===== config.mk =====
export PLATFORM = sky130hd
export DESIGN_NAME = pwr_level_ctl
export DESIGN_NICKNAME = d
export VERILOG_FILES = /design/src/rtl/pwr_lvl_pkg.sv /design/src/rtl/pwr_lvl_regs.sv /design/src/rtl/pwr_lvl_select.sv /design/src/rtl/pwr_lvl_outreg.sv /design/src/rtl/pwr_level_ctl.sv
export SDC_FILE = /design/constraint.sdc
export NUM_CORES = 1
export LEC_CHECK = 0
export CAP_MARGIN = 20
export CORE_UTILIZATION = 38
export DETAILED_ROUTE_END_ITERATION = 8
export PLACE_DENSITY_LB_ADDON = 0.1
export SLEW_MARGIN = 20
export SYNTH_ARGS = -nofsm -noshare
export SYNTH_HDL_FRONTEND = slang
export SYNTH_SLANG_ARGS = --single-unit
export TNS_END_PERCENT = 1

===== constraint.sdc =====
create_clock -name clk -period 1.4 [get_ports clk]
set_clock_uncertainty 0.15 [all_clocks]
set_input_delay 0.42 -clock clk [delete_from_list [all_inputs] [get_ports clk]]
set_output_delay 0.42 -clock clk [all_outputs]
set_load 0.05 [all_outputs]

===== src/rtl/pwr_lvl_pkg.sv =====
package pwr_lvl_pkg;
  typedef enum logic [1:0] {
    PS_RUN = 2'd0,
    PS_S3  = 2'd1,
    PS_S5  = 2'd2,
    PS_ACL = 2'd3
  } pstate_e;

  localparam logic SEL_ENA = 1'b0;
  localparam logic SEL_LVL = 1'b1;
endpackage


===== src/rtl/pwr_lvl_regs.sv =====
module pwr_lvl_regs #(
  parameter int DATA_W  = 8,
  parameter int NUM_OUT = 2
) (
  input  logic                   clk,
  input  logic                   rst_n,
  input  logic                   wr,
  input  logic                   sel,
  input  logic [DATA_W-1:0]      wdata,
  input  logic                   resume,
  output logic [3*NUM_OUT-1:0]   lvl,
  output logic                   feat_en,
  output logic                   resume_flag,
  output logic [DATA_W-1:0]      rdata
);
  import pwr_lvl_pkg::*;

  localparam int LVL_W   = 3 * NUM_OUT;
  localparam int EN_BIT  = DATA_W - 1;
  localparam int FLG_BIT = DATA_W - 2;
  localparam logic [LVL_W-1:0] LVL_RST =
    {{NUM_OUT{1'b0}}, {NUM_OUT{1'b1}}, {NUM_OUT{1'b0}}};

  logic wr_lvl, wr_ena, flag_clr;
  logic [DATA_W-1:0] ena_word, lvl_word;

  assign wr_lvl   = wr && (sel == SEL_LVL);
  assign wr_ena   = wr && (sel == SEL_ENA);
  assign flag_clr = wr_ena && wdata[FLG_BIT];

  always_ff @(posedge clk or negedge rst_n) begin
    if (!rst_n) begin
      lvl <= LVL_RST;
    end else if (wr_lvl) begin
      lvl <= wdata[LVL_W-1:0];
    end
  end

  always_ff @(posedge clk or negedge rst_n) begin
    if (!rst_n) begin
      feat_en <= 1'b0;
    end else if (wr_ena) begin
      feat_en <= wdata[EN_BIT];
    end
  end

  always_ff @(posedge clk or negedge rst_n) begin
    if (!rst_n) begin
      resume_flag <= 1'b0;
    end else if (resume) begin
      resume_flag <= 1'b1;
    end else if (flag_clr) begin
      resume_flag <= 1'b0;
    end
  end

  always_comb begin
    ena_word          = '0;
    ena_word[EN_BIT]  = feat_en;
    ena_word[FLG_BIT] = resume_flag;
    lvl_word          = '0;
    lvl_word[LVL_W-1:0] = lvl;
    rdata = (sel == SEL_LVL) ? lvl_word : ena_word;
  end

  AST_FLAG_SET: assert property (@(posedge clk) disable iff (!rst_n)
    resume |=> resume_flag);

  AST_FLAG_HOLD: assert property (@(posedge clk) disable iff (!rst_n)
    (resume_flag && !(wr && sel == SEL_ENA && wdata[FLG_BIT])) |=> resume_flag);

  AST_FLAG_CLEAR: assert property (@(posedge clk) disable iff (!rst_n)
    (!resume && wr && sel == SEL_ENA && wdata[FLG_BIT]) |=> !resume_flag);

  AST_LVL_KEEP: assert property (@(posedge clk) disable iff (!rst_n)
    !(wr && sel == SEL_LVL) |=> $stable(lvl));
endmodule


===== src/rtl/pwr_lvl_select.sv =====
module pwr_lvl_select #(
  parameter int NUM_OUT = 2
) (
  input  pwr_lvl_pkg::pstate_e   st,
  input  logic                   feat_en,
  input  logic [3*NUM_OUT-1:0]   lvl,
  output logic [NUM_OUT-1:0]     want_n
);
  import pwr_lvl_pkg::*;

  localparam int ACL_BASE = 0;
  localparam int S5_BASE  = NUM_OUT;
  localparam int S3_BASE  = 2 * NUM_OUT;

  for (genvar i = 0; i < NUM_OUT; i++) begin : g_pin
    always_comb begin
      want_n[i] = 1'b1;
      if (feat_en) begin
        unique case (st)
          PS_S3:   want_n[i] = lvl[S3_BASE + i];
          PS_S5:   want_n[i] = lvl[S5_BASE + i];
          PS_ACL:  want_n[i] = lvl[ACL_BASE + i];
          default: want_n[i] = 1'b1;
        endcase
      end
    end
  end
endmodule


===== src/rtl/pwr_lvl_outreg.sv =====
module pwr_lvl_outreg #(
  parameter int NUM_OUT = 2
) (
  input  logic               clk,
  input  logic               rst_n,
  input  logic [NUM_OUT-1:0] want_n,
  output logic [NUM_OUT-1:0] pin_n
);
  always_ff @(posedge clk or negedge rst_n) begin
    if (!rst_n) begin
      pin_n <= '1;
    end else begin
      pin_n <= want_n;
    end
  end
endmodule


===== src/rtl/pwr_level_ctl.sv =====
module pwr_level_ctl #(
  parameter int DATA_W  = 8,
  parameter int NUM_OUT = 2
) (
  input  logic              clk,
  input  logic              rst_n,
  input  logic [1:0]        pstate,
  input  logic              s3_resume,
  input  logic              reg_wr,
  input  logic              reg_sel,
  input  logic [DATA_W-1:0] reg_wdata,
  output logic [DATA_W-1:0] reg_rdata,
  output logic [NUM_OUT-1:0] ctl_n
);
  import pwr_lvl_pkg::*;

  localparam int LVL_W = 3 * NUM_OUT;

  pstate_e            st;
  logic [LVL_W-1:0]   lvl;
  logic               feat_en;
  logic               resume_flag;
  logic [NUM_OUT-1:0] want_n;

  assign st = pstate_e'(pstate);

  pwr_lvl_regs #(.DATA_W(DATA_W), .NUM_OUT(NUM_OUT)) u_regs (
    .clk(clk), .rst_n(rst_n), .wr(reg_wr), .sel(reg_sel), .wdata(reg_wdata),
    .resume(s3_resume), .lvl(lvl), .feat_en(feat_en),
    .resume_flag(resume_flag), .rdata(reg_rdata)
  );

  pwr_lvl_select #(.NUM_OUT(NUM_OUT)) u_sel (
    .st(st), .feat_en(feat_en), .lvl(lvl), .want_n(want_n)
  );

  pwr_lvl_outreg #(.NUM_OUT(NUM_OUT)) u_out (
    .clk(clk), .rst_n(rst_n), .want_n(want_n), .pin_n(ctl_n)
  );

  AST_IDLE_HIGH: assert property (@(posedge clk) disable iff (!rst_n)
    (!feat_en || st == PS_RUN) |=> (ctl_n == '1));

  AST_S3_MAP: assert property (@(posedge clk) disable iff (!rst_n)
    (feat_en && st == PS_S3) |=> (ctl_n == $past(lvl[3*NUM_OUT-1:2*NUM_OUT])));

  AST_S5_MAP: assert property (@(posedge clk) disable iff (!rst_n)
    (feat_en && st == PS_S5) |=> (ctl_n == $past(lvl[2*NUM_OUT-1:NUM_OUT])));

  AST_ACL_MAP: assert property (@(posedge clk) disable iff (!rst_n)
    (feat_en && st == PS_ACL) |=> (ctl_n == $past(lvl[NUM_OUT-1:0])));

  AST_ENA_RSVD: assert property (@(posedge clk) disable iff (!rst_n)
    (reg_sel == SEL_ENA) |-> (reg_rdata[DATA_W-3:0] == '0));
endmodule


Word-level counts from Yosys, hierarchy flattened --
Index checks and enable logic that the tools add are counted.
Cells by class: equal/unequal tests 3, multiplexer cells 7, bitwise operators 1, reduce and logical (&&, ||, !) cells 4
Operator list (count):
- $mux W8 | 1
- $pmux W1 S3 | 2
- $eq A2 B2 Y1 const B | 2
- $mux W1 | 4
- $logic_and A1 B1 Y1 | 3
- $eq A2 B1 Y1 const B | 1
- $reduce_bool A2 Y1 | 1
- $not A1 Y1 | 1
Storage, ports and cells: register bits after elaboration 10, bits of input ports 15, output and inout port bits 10

Longest topological paths before layout --
word-level depth 5, depth in mapped cells 3, gate-level depth less buffers 2

By module --
From an unflattened synthesis, not the netlist that was laid out.
Second synthesis, totals: cells, all modules 36, area, all modules 469.2 um^2
By module, submodules not included:
- pwr_lvl_regs | times used 1, cells each 28, area each 359.1 um^2, sequential area each 202.7 um^2
- pwr_lvl_select | times used 1, cells each 6, area each 57.6 um^2, sequential area each 0.0 um^2
- pwr_lvl_outreg | times used 1, cells each 2, area each 52.6 um^2, sequential area each 52.6 um^2

Least setup slack after synthesis --
OpenSTA, ideal clock, no wires.
path type input to output, start input port reg_sel, end output port reg_rdata[6], arrival 0.891 ns, setup slack -0.061 ns, stages on the path 2, buffers on the path 1, path through buf_6 and2b_2
On the way: cells in the longest elaborated chain, start to end 1
Ends and longest elaborated chain:
- start: declaration | RTL line pwr_level_ctl.sv:10 | input logic reg_sel,
- $mux W8 | RTL line pwr_lvl_regs.sv:63 | rdata = (sel == SEL_LVL) ? lvl_word : ena_word;
- end: declaration | RTL line pwr_level_ctl.sv:12 | output logic [DATA_W-1:0] reg_rdata,
Every way passes these cells.

Worst setup path after layout --
start register u_regs.lvl[2], end output port reg_rdata[2]
On the way: cells in the longest elaborated chain, start to end 1
Ends and longest elaborated chain:
- start: declaration | RTL line pwr_lvl_regs.sv:11 | output logic [3*NUM_OUT-1:0] lvl,
- start signal: assignment | RTL line pwr_lvl_regs.sv:35 | lvl <= wdata[LVL_W-1:0];
- $mux W8 | RTL line pwr_lvl_regs.sv:63
Every way passes these cells.

==> impl_results.md <==
* First-pass GRT wire length at 1773 µm
* Hold_ws at 0.2982 ns
* Core footprint at 1186 µm²
* Drt pass-1 iters at 1
* Finished layout cell area at 954.7 µm²
* Via/cell ratio at 4.762
* Critical Path AT at 1.08 ns
* Clock Root Buffer: clkbuf_4
* Reg2reg path depth at 4
* Comb power frac at 0.414
* Crit path launch type: flop
* Syn nets at 51
* Worst slew pin tran at 0.2404 ns
* Setup CP Type: flop to primary output
* Proportion of power drawn by the clock network at 0.240
* Failing checks: negative setup slack
* Setup-failing EPs final at 10
* Register area share after synthesis at 0.4904
* CTS H-tree depth at 1
* Die footprint at 1522 µm²
* Synth unique cells at 13
* Worst r2r src: u_regs.lvl[3]
* Cells after DPL at 79
* Antenna Nets Post-Route at 0
* Worst Hold Class: input pin to async pin
* Place WS at -0.6052 ns
* Post-Route WL at 1074 µm
* Switch share at 0.2950
* P_leak at 0.4418 nW
* Vias at 400
* Port-buffer cells at 24
* Clock tree buffer depth at 2
* Overflow after GRT at 0
* TritonCTS sink count at 10
* Hold_buf cts at 0
* Final period utilization at 1.179
* Site row count at 12
* Maximum VDD drop at 0.5732 mV
* Initial antenna violation count at 0
* Crit. End Element: primary output
* FF+latch count, synth at 10
* Sw Pwr at 313.2 µW
* Worst Path Required at 0.83 ns
* Final Hold Vio Count at 0
* Final Non-Filler Cells at 84
* Drt wl/cell at 12.79 µm
* Yosys warns at 0
* Nets at 86
* Area delta synth->final at 83.41%
* Max-cap viol count at 0
* CTS tree: yes
* P_int at 748.3 µW
* Cell Area, Placed at 914.6 µm²
* Worst skew pair latency at 0.26 ns
* Worst slew margin relative to its limit at 0.8376
* Number of remaining DRC errors at 0
* Crit path time final at 1.650 ns
* Top fanout value on the critical path at 2
* Layout cells sized above 1 at 0.6000
* Cts bufs inserted at 3
* Sequential Power Share at 0.347
* Antenna diode count at 0
* Drt first-iter violations at 0
* R2R Setup Slk at 0.23 ns
* Chip height at 39.01 µm
* Synth Cell Area at 520.5 µm²
* GRT Util Overall at 0.1737
* GP Congestion at 0.6502
* P per Cell Area at 1112 nW/µm²
* Dpl hpwl at 819.5 µm
* TNS Setup at -1.719 ns
* Max-slew violation count at 0
* Cells after synthesis at 36
* Starting Density at 0.4388
* Mean post-synth cell area at 14.46 µm²
* Worst reg2reg endpoint: u_out.pin_n[1]
* Max Freq at 606.1 MHz
* RSZ-0062 raised after global routing: true
* Die W at 39.01 µm
* Reg clk slew, reported paths at 0.07 ns
* Vias in the first global route at 419
* Io pins at 25
* Status: complete, but fails checks
* Worst Slack Setup Final at -0.2500 ns
* Largest net degree at the start of global routing at 11
==> layout by cell type (no fill, tap or decap), drive strengths merged <==
cell type,instances
buf,18
nand3b,1
nor4bb,2
nand2,1
mux2,7
clkdlybuf4s50,12
and2,6
dfrtp,6
and2b,3
dlygate4sd2,1
clkbuf,4
mux2i,2
a31oi,2
dfstp,4
a21o,1
==> metrics by stage <==
stage,utilization,power (mW)
floorplan,-,0.5782
global placement,0.7711,0.7975
detailed placement,0.7711,0.8044
CTS,0.8049,1.072
global route,0.8049,1.115
finish,0.8049,1.061
==> logic make-up (layout without fill, tap and decap cells) <==
logic type | count (synthesis) | count (layout) | synth area share
multiplexers | 9 | 9 | 0.2404
buffers and inverters | 1 | 35 | 0.02163
AND/OR/NAND/NOR | 13 | 13 | 0.2091
flip-flops | 10 | 10 | 0.4904
AO/OA/AOI/OAI | 3 | 3 | 0.03846
==> synthesized netlist by cell type (all sizes together) <==
library cell / instances / area, µm²
nor4bb: 2 / 20.02
mux2: 7 / 105.1
and2: 6 / 45.04
a31oi: 2 / 12.51
a21o: 1 / 7.510
dfrtp: 6 / 150.1
nand3b: 1 / 7.510
mux2i: 2 / 20.02
dfstp: 4 / 105.1
and2b: 3 / 25.03
nand2: 1 / 11.26
buf: 1 / 11.26
==> flip-flops by register name, summed over array words and instances, names as in the netlist <==
name / cells
u_regs.lvl: 6
u_out.pin_n: 2
u_regs.resume_flag: 1
u_regs.feat_en: 1
==> critical path, cell delays in order, from the launching register on <==
cell and delay [ns]:
dfstp_2 0.54, and2_4 0.15, buf_12 0.13
==> per-layer routing <==
layer  GRT usage  vias up  share of wire
met2      0.2958       18           0.48
li1            -      195              -
met3     0.04046        0          0.062
met1      0.2143      187           0.46
met5           0        -              0
met4     0.05172        0              0
==> worst max path at each step <==
stage | endpoint | start | cells past startpoint | slack [ns]
floorplan | reg_rdata[6] | reg_sel | 2 | -0.04
global placement | reg_rdata[6] | reg_sel | 3 | -0.57
CTS | reg_rdata[2] | u_regs.lvl[2] | 2 | -0.25
global route | reg_rdata[2] | u_regs.lvl[2] | 2 | -0.28
finish | reg_rdata[2] | u_regs.lvl[2] | 2 | -0.25
detailed placement | reg_rdata[6] | reg_sel | 3 | -0.61
==> power by group through the flow <==
stage	Clock, mW	Sequential, mW	Combinational (mW)
floorplan	0	0.393	0.185
global placement	0	0.371	0.427
detailed placement	0	0.373	0.432
CTS	0.263	0.368	0.441
global route	0.282	0.374	0.459
finish	0.254	0.368	0.439
==> repair_timing <==
item                                    in CTS  in global routing
endpoints found under the setup margin      18                 10
gates resized for setup                      8                  0
buffers inserted                             1                  0
==> final cells by class <==
class / instances / area, µm²
multi-input combinational: 25 / 259.0
clock buffer: 4 / 36.28
timing repair buffer: 31 / 386.6
fill: 68 / 231.5
sequential: 10 / 255.2
tap: 14 / 17.52
(Power assumes the default switching activity.)
